`config.mk`:
```
export PLATFORM = sky130hd
export DESIGN_NAME = irq_arbiter
export DESIGN_NICKNAME = d
export VERILOG_FILES = /design/src/rtl/irq_pkg.sv /design/src/rtl/irq_flags.sv /design/src/rtl/irq_gie_gate.sv /design/src/rtl/irq_pick.sv /design/src/rtl/irq_arbiter.sv
export SDC_FILE = /design/constraint.sdc
export NUM_CORES = 1
export LEC_CHECK = 0
export ABC_AREA = 1
export BUFFER_PORTS_ARGS = -buffer_cell sky130_fd_sc_hd__buf_2
export CAP_MARGIN = 15
export CORE_MARGIN = 2
export CORE_UTILIZATION = 47
export CTS_CLUSTER_DIAMETER = 80
export DETAILED_ROUTE_END_ITERATION = 12
export PLACE_DENSITY = 0.91
export RECOVER_POWER = 100
export SYNTH_ARGS = -nofsm -noshare
export SYNTH_HDL_FRONTEND = slang
export SYNTH_SLANG_ARGS = --single-unit
export TNS_END_PERCENT = 20
```
`constraint.sdc`:
```
create_clock -name clk -period 2.2 [get_ports clk]
set_input_delay 0.11 -clock clk [delete_from_list [all_inputs] [get_ports clk]]
set_output_delay 0.11 -clock clk [all_outputs]
set_load 0.05 [all_outputs]
```
`src/rtl/irq_pkg.sv`:
```
package irq_pkg;
    typedef enum logic {
        ARB_IDLE,
        ARB_REQ
    } arb_state_t;

    typedef enum logic [1:0] {
        GATE_OFF,
        GATE_HOLD,
        GATE_OPEN
    } gate_state_t;
endpackage

```
`src/rtl/irq_flags.sv`:
```
module irq_flags #(
    parameter int N_SRC = 8
) (
    input  logic             clk,
    input  logic             rst_n,
    input  logic [N_SRC-1:0] set_i,
    input  logic [N_SRC-1:0] clr_i,
    input  logic [N_SRC-1:0] ack_clr_i,
    output logic [N_SRC-1:0] flag_o
);
    logic [N_SRC-1:0] flag_n;

    // set dominates both software clear and acknowledge clear
    always_comb begin
        flag_n = (flag_o & ~(clr_i | ack_clr_i)) | set_i;
    end

    always_ff @(posedge clk or negedge rst_n) begin
        if (!rst_n) flag_o <= '0;
        else        flag_o <= flag_n;
    end

    AST_SET_WINS: assert property (@(posedge clk) disable iff (!rst_n)
        (|set_i) |=> ((flag_o & $past(set_i)) == $past(set_i)));

    AST_CLR_TAKES: assert property (@(posedge clk) disable iff (!rst_n)
        (|(clr_i & ~set_i)) |=> ((flag_o & $past(clr_i & ~set_i)) == '0));
endmodule

```
`src/rtl/irq_gie_gate.sv`:
```
module irq_gie_gate #(
    parameter int EI_DELAY = 1
) (
    input  logic clk,
    input  logic rst_n,
    input  logic gie_i,
    input  logic done_i,
    output logic open_o
);
    import irq_pkg::*;

    localparam int CNT_W = (EI_DELAY > 1) ? $clog2(EI_DELAY + 1) : 1;
    localparam logic [CNT_W-1:0] LAST = CNT_W'(EI_DELAY - 1);

    gate_state_t      state, state_n;
    logic [CNT_W-1:0] cnt, cnt_n;
    logic             last_boundary;

    assign last_boundary = done_i && (cnt == LAST);

    always_comb begin
        state_n = state;
        cnt_n   = cnt;
        if (!gie_i) begin
            state_n = GATE_OFF;
            cnt_n   = '0;
        end else begin
            unique case (state)
                GATE_OFF: begin
                    state_n = GATE_HOLD;
                    cnt_n   = '0;
                end
                GATE_HOLD: begin
                    if (last_boundary)  state_n = GATE_OPEN;
                    else if (done_i)    cnt_n   = cnt + 1'b1;
                end
                GATE_OPEN: state_n = GATE_OPEN;
                default:   state_n = GATE_OFF;
            endcase
        end
    end

    always_ff @(posedge clk or negedge rst_n) begin
        if (!rst_n) begin
            state <= GATE_OFF;
            cnt   <= '0;
        end else begin
            state <= state_n;
            cnt   <= cnt_n;
        end
    end

    // output process: the closing boundary of the held instruction already counts
    always_comb begin
        unique case (state)
            GATE_OPEN: open_o = gie_i;
            GATE_HOLD: open_o = gie_i && last_boundary;
            default:   open_o = 1'b0;
        endcase
    end

    AST_GATE_SHUT_ON_RISE: assert property (@(posedge clk) disable iff (!rst_n)
        $rose(gie_i) |-> !open_o);

    AST_GATE_NEEDS_GIE: assert property (@(posedge clk) disable iff (!rst_n)
        open_o |-> gie_i);
endmodule

```
`src/rtl/irq_pick.sv`:
```
module irq_pick #(
    parameter int N_SRC = 8,
    parameter int VEC_W = 3
) (
    input  logic [N_SRC-1:0] elig_i,
    output logic             any_o,
    output logic [VEC_W-1:0] idx_o
);
    always_comb begin
        any_o = |elig_i;
        idx_o = '0;
        for (int i = 0; i < N_SRC; i++) begin
            if (elig_i[i]) idx_o = VEC_W'(i);
        end
    end
endmodule

```
`src/rtl/irq_arbiter.sv`:
```
module irq_arbiter #(
    parameter int               N_SRC      = 8,
    parameter logic [N_SRC-1:0] NMI_MASK   = 8'hC0,
    parameter logic [N_SRC-1:0] MULTI_MASK = 8'h0A,
    parameter int               EI_DELAY   = 1,
    localparam int              VEC_W      = (N_SRC > 1) ? $clog2(N_SRC) : 1
) (
    input  logic             clk,
    input  logic             rst_n,
    input  logic [N_SRC-1:0] flag_set,
    input  logic [N_SRC-1:0] flag_clr,
    input  logic [N_SRC-1:0] src_en,
    input  logic             gie_in,
    input  logic             instr_done,
    input  logic             irq_ack,
    output logic             irq_req,
    output logic [VEC_W-1:0] irq_vec,
    output logic [N_SRC-1:0] flag_q
);
    import irq_pkg::*;

    arb_state_t       state, state_n;
    logic [VEC_W-1:0] vec_q, vec_n;
    logic             gie_open;
    logic [N_SRC-1:0] elig;
    logic             any_elig;
    logic [VEC_W-1:0] win_idx;
    logic             accept;
    logic [N_SRC-1:0] ack_clr;

    irq_gie_gate #(.EI_DELAY(EI_DELAY)) u_gate (
        .clk    (clk),
        .rst_n  (rst_n),
        .gie_i  (gie_in),
        .done_i (instr_done),
        .open_o (gie_open)
    );

    assign elig = flag_q & src_en & (NMI_MASK | {N_SRC{gie_open}});

    irq_pick #(.N_SRC(N_SRC), .VEC_W(VEC_W)) u_pick (
        .elig_i (elig),
        .any_o  (any_elig),
        .idx_o  (win_idx)
    );

    assign accept = (state == ARB_REQ) && irq_ack;

    always_comb begin
        ack_clr = '0;
        if (accept && !MULTI_MASK[vec_q]) ack_clr[vec_q] = 1'b1;
    end

    irq_flags #(.N_SRC(N_SRC)) u_flags (
        .clk       (clk),
        .rst_n     (rst_n),
        .set_i     (flag_set),
        .clr_i     (flag_clr),
        .ack_clr_i (ack_clr),
        .flag_o    (flag_q)
    );

    always_comb begin
        state_n = state;
        vec_n   = vec_q;
        unique case (state)
            ARB_IDLE: begin
                if (instr_done && any_elig) begin
                    state_n = ARB_REQ;
                    vec_n   = win_idx;
                end
            end
            ARB_REQ: begin
                if (irq_ack) state_n = ARB_IDLE;
            end
            default: state_n = ARB_IDLE;
        endcase
    end

    always_ff @(posedge clk or negedge rst_n) begin
        if (!rst_n) begin
            state <= ARB_IDLE;
            vec_q <= '0;
        end else begin
            state <= state_n;
            vec_q <= vec_n;
        end
    end

    // output process
    always_comb begin
        irq_req = (state == ARB_REQ);
        irq_vec = vec_q;
    end

    AST_REQ_HELD: assert property (@(posedge clk) disable iff (!rst_n)
        (irq_req && !irq_ack) |=> irq_req);

    AST_VEC_FROZEN: assert property (@(posedge clk) disable iff (!rst_n)
        (irq_req && !irq_ack) |=> $stable(irq_vec));

    AST_REQ_AT_BOUNDARY: assert property (@(posedge clk) disable iff (!rst_n)
        $rose(irq_req) |-> $past(instr_done));

    AST_MASKABLE_NEEDS_GIE: assert property (@(posedge clk) disable iff (!rst_n)
        ($rose(irq_req) && !NMI_MASK[irq_vec]) |-> $past(gie_in));

    AST_SINGLE_CLEARED: assert property (@(posedge clk) disable iff (!rst_n)
        (irq_req && irq_ack && !MULTI_MASK[irq_vec] && !flag_set[irq_vec])
        |=> !flag_q[$past(irq_vec)]);

    AST_MULTI_KEPT: assert property (@(posedge clk) disable iff (!rst_n)
        (irq_req && irq_ack && MULTI_MASK[irq_vec] && flag_q[irq_vec] && !flag_clr[irq_vec])
        |=> flag_q[$past(irq_vec)]);

    AST_IDLE_ACK_NO_REQ: assert property (@(posedge clk) disable iff (!rst_n)
        (!irq_req && irq_ack && !instr_done) |=> !irq_req);
endmodule

```
[Yosys cells after proc, flatten, opt, wreduce, memory -nomap -nowiden]
Memories as Yosys holds them, arrays and structs flattened.
Cells that the tools add are included.
Operators by class
  $add $sub $neg: 1
  magnitude comparators: 2
  eq/ne operators: 6
  multiplexer cells: 22
  bitwise logic cells: 8
  reduce and logical (&&, ||, !) cells: 11
Operator list (count)
  $and A8 B8 Y8: 3
  $or A8 B8 Y8: 2
  $mux W3: 4
  $mux W1: 8
  $mux W2: 4
  $mux W8: 1
  $not A8 Y8: 1
  $reduce_or A8 Y1: 1
  $logic_and A1 B1 Y1: 6
  $ne A3 B3 Y1 const B: 2
  $pmux W1 S2: 3
  $pmux W2 S3: 1
  $lt A3 B4 Y1 const B: 1
  $demux W1 S3: 1
  $ge A3 B1 Y1 const B: 1
  $ne A3 B1 Y1 const B: 1
  $ne A3 B2 Y1 const B: 1
  $reduce_and A3 Y1: 1
  $eq A2 B1 Y1 const B: 1
  $eq A2 B2 Y1 const B: 1
  $logic_not A2 Y1: 1
  $not A1 Y1: 2
  $reduce_and A2 Y1: 1
  $add A1 B1 Y1 const B: 1
  $logic_not A1 Y1: 1
Word-level totals
  register bits: 15
  ROM bits: 8
  input bits: 29
  output and inout bits: 12
  logic and storage cells: 56
  memories kept: 1
Memories
  (no name shown): depth 8, bits a word 1, read ports 1, clocked after Yosys merged registers in 0, wr ports 0, RTL line irq_arbiter.sv:51  | if (accept && !MULTI_MASK[vec_q]) ack_clr[vec_q] = 1'b1;

[Depth between registers and ports, before layout]
Gate-level depths: netlist of run 1.
  depth after elaboration: 12
  mapped depth: 10

[Cells and area by module]
Synthesis of run 1 repeated with hierarchy kept, for this count alone.
Second synthesis, totals
  cell total of the unflattened synthesis: 140
  area, all modules: 923.4 um^2
By module, submodules not included
  irq_flags: times used 1, cells an instance 40, area an instance 320.3 um^2, seq. area each 200.2 um^2
  irq_arbiter: times used 1, cells an instance 49, area an instance 301.5 um^2, seq. area each 100.1 um^2
  irq_gie_gate: times used 1, cells an instance 31, area an instance 224.0 um^2, seq. area each 75.1 um^2
  irq_pick: times used 1, cells an instance 20, area an instance 77.6 um^2, seq. area each 0.0 um^2

[Least setup slack after synthesis of run 1]
OpenSTA, ideal clock, no wires.
  kind: reg2reg
  start: register vec_q[2], in the netlist irq_vec[2]
  end: register u_flags.flag_o[7]
  library setup time: 118 ps
  arrival time: 1232 ps
  required time: 2082 ps
  slack: 850 ps
  stages on the path, launching flop included: 5
  buffers on the path: 0
  period minus slack after synthesis: 1350 ps
  cell sequence: dfrtp_1 > inv_1 > nor3_2 > a21oi_1 > a21o_1
On the way
  cells in the longest elaborated chain, start to end: 9
  elaborated cells between the ends (all ways): 14
RTL lines
  start, declared: RTL line irq_arbiter.sv:23  | logic [VEC_W-1:0] vec_q, vec_n;
  start signal, assigned: RTL line irq_arbiter.sv:86  | vec_q <= vec_n;
  $lt A3 B4 Y1 (not written as such) (tied with other cells): RTL line irq_arbiter.sv:51
  $logic_and A1 B1 Y1 (not written as such) or $mux W1 (tied branches): RTL line irq_arbiter.sv:51
  $mux W1 (not written as such) or $logic_not A1 Y1 (tied branches): RTL line irq_arbiter.sv:51
  $demux W1 S3 or $logic_and A1 B1 Y1 (tied branches): RTL line irq_arbiter.sv:51
  $mux W8 (*): RTL line irq_arbiter.sv:51
  $or A8 B8 Y8 (*): RTL line irq_flags.sv:15  | flag_n = (flag_o & ~(clr_i | ack_clr_i)) | set_i;
  $not A8 Y8 (*): RTL line irq_flags.sv:15
  $and A8 B8 Y8 (*): RTL line irq_flags.sv:15
  $or A8 B8 Y8 (*): RTL line irq_flags.sv:15
  named net u_flags.flag_n[7]: RTL line irq_flags.sv:11  | logic [N_SRC-1:0] flag_n;
  end signal, assigned: RTL line irq_flags.sv:20  | else flag_o <= flag_n;
  end, declared: RTL line irq_flags.sv:9  | output logic [N_SRC-1:0] flag_o
The timed path passes the listed nets; every way through them passes the cells marked *. The select of a mux whose other input is x is not followed.
A chain may end at the register's enable or synchronous reset.

[Final worst setup path of run 1]
  start: register state, in the netlist irq_req
  end: register u_flags.flag_o[5]
On the way
  cells in the longest elaborated chain, start to end: 7
RTL lines
  start, declared: RTL line irq_arbiter.sv:22  | arb_state_t state, state_n;
  start signal, assigned: RTL line irq_arbiter.sv:85  | state <= state_n;
  $logic_and A1 B1 Y1: RTL line irq_arbiter.sv:47  | assign accept = (state == ARB_REQ) && irq_ack;
  $logic_and A1 B1 Y1: RTL line irq_arbiter.sv:51
  $mux W8: RTL line irq_arbiter.sv:51
  $or A8 B8 Y8: RTL line irq_flags.sv:15
  $not A8 Y8: RTL line irq_flags.sv:15
  $and A8 B8 Y8: RTL line irq_flags.sv:15
  $or A8 B8 Y8: RTL line irq_flags.sv:15
  named net u_flags.flag_n[5]: RTL line irq_flags.sv:11
The timed path passes the listed nets, and every way through them passes these cells.

==> results of run 1 <==
[layer usage]
metal / track usage, % / vias to the layer above / routed length [um]
met5: 0 / - / 0
met4: 10.29 / 0 / 72
met3: 3.571 / 9 / 175
met2: 37.22 / 49 / 1061
met1: 28.29 / 410 / 893
li1: - / 450 / -
[logic make-up after synthesis]
kind of cell             after synthesis  synth area share (%)
adder cells (fa/ha/maj)                3                 4.532
AND/OR/NAND/NOR                       53                 29.16
AO/OA/AOI/OAI                         17                 13.75
flip-flops                            15                 45.32
buffers and inverters                 16                 7.251
[cell type report]
| type | instances | area, sq um | share of cell area [%] |
|---|---|---|---|
| Inverter | 16 | 60.06 | 5.223 |
| Clock buffer | 3 | 22.52 | 1.959 |
| Sequential cell | 15 | 375.4 | 32.64 |
| Clock inverter | 1 | 5.005 | 0.4353 |
| Timing Repair Buffer | 51 | 294.0 | 25.57 |
| Tap cell | 17 | 21.27 | 1.850 |
| Multi-Input combinational cell | 73 | 371.6 | 32.32 |
[layout by cell type (no fill, tap or decap)]
| cell | count |
|---|---|
| nand2_1 | 36 |
| buf_2 | 27 |
| inv_1 | 16 |
| dfrtp_1 | 15 |
| clkbuf_1 | 13 |
| dlygate4sd3_1 | 11 |
| nand3_1 | 9 |
| o21bai_1 | 6 |
| a21oi_1 | 5 |
| nand4_1 | 3 |
| ha_1 | 3 |
| clkbuf_4 | 3 |
| nor2_1 | 2 |
| a21o_1 | 2 |
| nand2_2 | 2 |
| o211ai_1 | 2 |
| o21ai_0 | 2 |
| nor3_1 | 1 |
| clkinv_2 | 1 |
[stage by stage]
stage / utilization (%) / total power [uW] / hold slack, ps / std cells / instance area, sq um
floorplan: - / 724.3 / -185.6 / 104 / 828.3
global placement: 62.15 / 831.4 / 28.02 / 161 / 1050
detailed placement: 62.15 / 852.4 / 32.31 / 161 / 1050
CTS: 70.30 / 1037 / 0.3689 / 176 / 1187
global route: 68.07 / 1084 / 9.297 / 176 / 1150
finish: 68.07 / 1014 / 3.477 / 176 / 1150
[sequential cells by signal (all words and copies together) (netlist names)]
signal	count
u_flags.flag_o	8
irq_vec	3
u_gate.state	2
irq_req	1
u_gate.cnt	1
[cells in the mapped netlist]
master / number / area (sq um)
o211ai_1: 2 / 15.01
ha_1: 3 / 37.54
dfrtp_1: 15 / 375.4
a21o_1: 2 / 15.01
o21ai_0: 2 / 10.01
nand2_1: 35 / 131.4
nor3_2: 1 / 10.01
a21oi_2: 1 / 8.760
nand3_1: 7 / 35.03
nor2_1: 2 / 7.510
nand2_2: 3 / 18.77
nand4_1: 3 / 18.77
a21oi_1: 4 / 20.02
inv_1: 16 / 60.06
o21bai_1: 6 / 45.04
nand3_2: 2 / 20.02
[path summary, 6_finish.rpt]
| check | from | endpoint | cells after the start |
|---|---|---|---|
| max in group asynchronous | rst_n | u_gate.cnt | 2 |
| min reg2reg | u_flags.flag_o[6] | u_flags.flag_o[6] | 1 |
| max reg2reg | irq_req | u_flags.flag_o[5] | 6 |
| min in group asynchronous | rst_n | u_flags.flag_o[2] | 2 |
| max | irq_req | u_flags.flag_o[5] | 6 |
| min | flag_set[0] | u_flags.flag_o[0] | 2 |
[report_power, final]
part / leakage, uW / switching, uW / internal [uW]
Clock: 0.0000177 / 95.1 / 67.8
Sequential: 0.000173 / 51.3 / 331
Combinational: 0.000450 / 338 / 131
Total: 0.000641 / 485 / 530
==> flow_summary.json, run 1 <==
{
  "outcome": "finished, final reports clean",
  "cp-end-kind": "flip-flop",
  "cts_hold_buf": 11,
  "drtIter0Drc": 22,
  "power.leakage_uw": 0.0006406,
  "core_area_sq_mm": 0.001689,
  "htree_levels": 1,
  "worstPathMaxFanout": 4,
  "first_pass_iters": 4,
  "ys.warnings.count": 0,
  "ios": 41,
  "die_area_sq_mm": 0.002114,
  "die_h_um": 45.98,
  "drt_wl_total_um": 2202,
  "fin_crit_sh_pct": 72.42,
  "reg2reg_setup_slack_ps": 610,
  "skew_ps": 4.386,
  "powerDensity_mw_per_mm2": 882.3,
  "grt_start_max_net_pins": 16,
  "worst_pin_slew_ps": 789.6,
  "rsz0062_at_grt": "false",
  "die_x_um": 45.98,
  "slowest_delay_ps": 610,
  "cts_max_path_buffers": 2,
  "final-setup-viol-count": 0,
  "hold_viol_final": 0,
  "numCtsBuffers": 3,
  "drcViolationCount": 0,
  "drt.antenna.violating_nets": 0,
  "crit_family": "buffers and inverters",
  "timing.setup.tns_ps": 0,
  "start_kind": "flip-flop",
  "grt_overflow": 0,
  "critPathBufInv": 2,
  "synthCells": 104,
  "peakVddDrop_mv": 0.5071,
  "clk_latency_ps": 290,
  "setup.worst_path.class": "flip-flop to flip-flop",
  "grt_pass1_vias": 800,
  "final_nets": 192,
  "nFillCells": 138,
  "via_per_inst": 5.216,
  "wl_per_cell_um": 12.51,
  "cts.sinks": 15,
  "grt_pass1_wl_um": 3325,
  "worst_slack_ps": 606.7,
  "arrival_ps": 1820,
  "grtUsageTotal_pct": 22.45,
  "drive_gt1_share_pct": 20.75,
  "drv_cap": 0,
  "crit_chain": "nand2_1 -> inv_1 -> nand3_1 -> nand2_1 -> o21bai_1 -> dlygate4sd3_1",
  "cts.repair.resized": 0,
  "dp_hpwl_um": 1566,
  "port_buffers": 40,
  "syn-mean-instance-area_sq_um": 7.964,
  "synth.distinct_cells": 16,
  "areaGrowthSynthToFinish_pct": 38.82,
  "ys_ff_latch": 15,
  "cp.required_ps": 2430,
  "path_clk_slew_ps": 90,
  "yosysSeqAreaShare_pct": 45.32,
  "clockRootBuffer": "clkbuf_4",
  "start_util_pct": 49.04,
  "vias": 918,
  "post-cts-setup-buffers": 0,
  "synth_nets": 136,
  "critical_path.most_common_cell": "nand2_1",
  "syn_area_sq_um": 828.3,
  "cts_tree": "done",
  "place.gp.congestion": 0.8026,
  "min_period_ps": 1593,
  "hold_path_class": "input pin to flip-flop",
  "maxSlewViolCount": 0,
  "place_ws_ps": 798.1,
  "antenna_cells": 0,
  "relSlewSlack_pct": 47.36,
  "fmax_mhz": 627.6,
  "crit_path_top_delay_cell": "dlygate4sd3_1",
  "row_count": 15,
  "grt_antenna_before_repair": 0
}
Power figures use the tool's default switching activity.
==> inputs of run 2 (changes only) <==
--- a/config.mk
+++ b/config.mk
@@ -9,10 +9,10 @@
 export BUFFER_PORTS_ARGS = -buffer_cell sky130_fd_sc_hd__buf_2
 export CAP_MARGIN = 15
 export CORE_MARGIN = 2
-export CORE_UTILIZATION = 47
+export CORE_UTILIZATION = 44
 export CTS_CLUSTER_DIAMETER = 80
 export DETAILED_ROUTE_END_ITERATION = 12
-export PLACE_DENSITY = 0.91
+export PLACE_DENSITY = 0.86
 export RECOVER_POWER = 100
 export SYNTH_ARGS = -nofsm -noshare
 export SYNTH_HDL_FRONTEND = slang
==> constraint.sdc (replaced) <==
create_clock -name clk -period 1.55 [get_ports clk]
set_input_delay 0.0775 -clock clk [delete_from_list [all_inputs] [get_ports clk]]
set_output_delay 0.0775 -clock clk [all_outputs]
set_load 0.05 [all_outputs]
==> run 2 against run 1 <==
Effect of this change: first-iteration DRC count decreased by 18%; critical path depth decreased by 1; worst setup slack got worse by 540 ps; fmax increased by 7.1%; wire length increased by 7.8%; critical path type unchanged; design area increased by 9.7%; total power increased by 50%; largest cell class is now multi-input gates; via count increased by 1.3%; hold slack improved by 42 ps; clock power increased by 36%; non-clock buffer count increased by 6.
==> flow_summary.json, run 2 (synthesis results as in run 1) <==
{
  "grt_overflow": 0,
  "die_x_um": 47.39,
  "grt_start_max_net_pins": 16,
  "outcome": "finished, final reports clean",
  "reg2reg_setup_slack_ps": 60,
  "maxSlewViolCount": 0,
  "drive_gt1_share_pct": 33.94,
  "drv_cap": 0,
  "die_h_um": 47.39,
  "grtUsageTotal_pct": 22.12,
  "fmax_mhz": 672.4,
  "cts.sinks": 15,
  "dp_hpwl_um": 1594,
  "place.gp.congestion": 0.7535,
  "slowest_delay_ps": 550,
  "row_count": 15,
  "htree_levels": 1,
  "ios": 41,
  "grt_pass1_vias": 844,
  "relSlewSlack_pct": 45.67,
  "final_nets": 198,
  "largest_reg_flops": 8,
  "grt_pass1_wl_um": 3353,
  "skew_ps": 0.8008,
  "drt.antenna.violating_nets": 0,
  "mostFrequentLayoutCells": "buf_2 (39), nand2_1 (34), dlygate4sd3_1 (16), inv_1 (14), dfrtp_1 (14)",
  "peakVddDrop_mv": 0.8375,
  "wl_per_cell_um": 12.49,
  "power.leakage_uw": 0.0006864,
  "final_cells": 190,
  "arrival_ps": 1660,
  "areaGrowthSynthToFinish_pct": 52.27,
  "fin_crit_sh_pct": 95.94,
  "vias": 930,
  "drcViolationCount": 0,
  "timing.setup.tns_ps": 0,
  "final_common_cell": "buf_2",
  "core_area_sq_mm": 0.001745,
  "port_buffers": 40,
  "final-setup-viol-count": 0,
  "crit_path_top_delay_cell": "dlygate4sd3_1",
  "first_pass_iters": 4,
  "via_per_inst": 4.895,
  "antenna_cells": 0,
  "start_kind": "flip-flop",
  "powerDensity_mw_per_mm2": 1204,
  "worstPathMaxFanout": 5,
  "placed_cells": 169,
  "min_period_ps": 1487,
  "clk_latency_ps": 280,
  "setup.worst_path.class": "flip-flop to flip-flop",
  "cts_max_path_buffers": 2,
  "drt_wl_total_um": 2373,
  "hold_viol_final": 0,
  "start_util_pct": 47.46,
  "drtIter0Drc": 18,
  "clockRootBuffer": "clkbuf_4",
  "numCtsBuffers": 3,
  "top_register": "u_flags.flag_o",
  "grt_antenna_before_repair": 0,
  "cp-end-kind": "flip-flop",
  "power_uw": 1518,
  "cts_tree": "done",
  "crit_chain": "inv_1 -> nand4_1 -> nand2_1 -> o21bai_1 -> dlygate4sd3_1",
  "die_area_sq_mm": 0.002245,
  "cp.required_ps": 1720,
  "hold_path_class": "input pin to flip-flop",
  "path_clk_slew_ps": 90,
  "worst_pin_slew_ps": 815.0
}
## run 2: changes by cell type in the layout (fill, tap and decap cells not counted), moves of 2 or more
cell,change
nand3_1,-2
inv_1,-2
nand3_2,+2
clkbuf_1,-11
nand2_2,+2
nand2_1,-2
inv_2,+2
dlygate4sd3_1,+5
buf_2,+12
## run 2: final timing paths
path / from / end / depth (start not counted)
worst min-delay path: gie_in / u_gate.cnt / 3
worst max-delay path: irq_vec[1] / u_flags.flag_o[0] / 5
max in group asynchronous: rst_n / irq_vec[0] / 2
worst min register to register: u_flags.flag_o[7] / u_flags.flag_o[7] / 1
worst max register to register: irq_vec[1] / u_flags.flag_o[0] / 5
min in group asynchronous: rst_n / irq_vec[2] / 2
## run 2: worst max-delay path, delay by kind of cell (launching register included)
family                 cells  cell delay (ps)
DFF                        1              450
buffers and inverters      2              660
AOI/OAI and AO/OA          1               60
and+or+nand+nor            2              200
## run 2: repair_timing
action                     CTS  global route
resized for setup            0             6
setup endpoints to repair    0             5
setup buffers                0             1
hold buffers                15             1
hold endpoints to repair    24             1
## run 2: cell type report
class	count	area (sq um)
inverter	16	60.06
multi-input combinational	73	400.4
fill	132	484.2
sequential	15	376.6
timing repair buffer	57	366.6
tap	25	31.28
clock buffer	4	26.28
## run 2: per-stage QoR
stage | utilization, % | hold WS, ps | instance area (sq um) | setup slack (ps)
2_1_floorplan | - | -218.1 | 828.3 | 199.5
3_3_place_gp | 60.72 | -4.127 | 1060 | 235.0
3_5_place_dp | 60.72 | 0.3703 | 1060 | 127.9
4_1_cts | 70.82 | 1.436 | 1236 | 38.51
5_1_grt | 72.26 | 65.38 | 1261 | -13.48
6_report | 72.26 | 45.37 | 1261 | 62.87
## run 2: report_power, final
group          internal (uW)  total (uW)  leakage [uW]  switching (uW)
logic                    241         747      0.000500             506
registers                472         550      0.000171            77.6
clock network           99.9         221     0.0000150             121
## run 2: per-layer routing
metal,vias up,GRT usage (%),wire (um)
li1,457,-,-
met1,429,26.44,955
met2,38,37.30,1220
met3,6,3.846,152
met4,0,12.22,45
met5,-,0,0
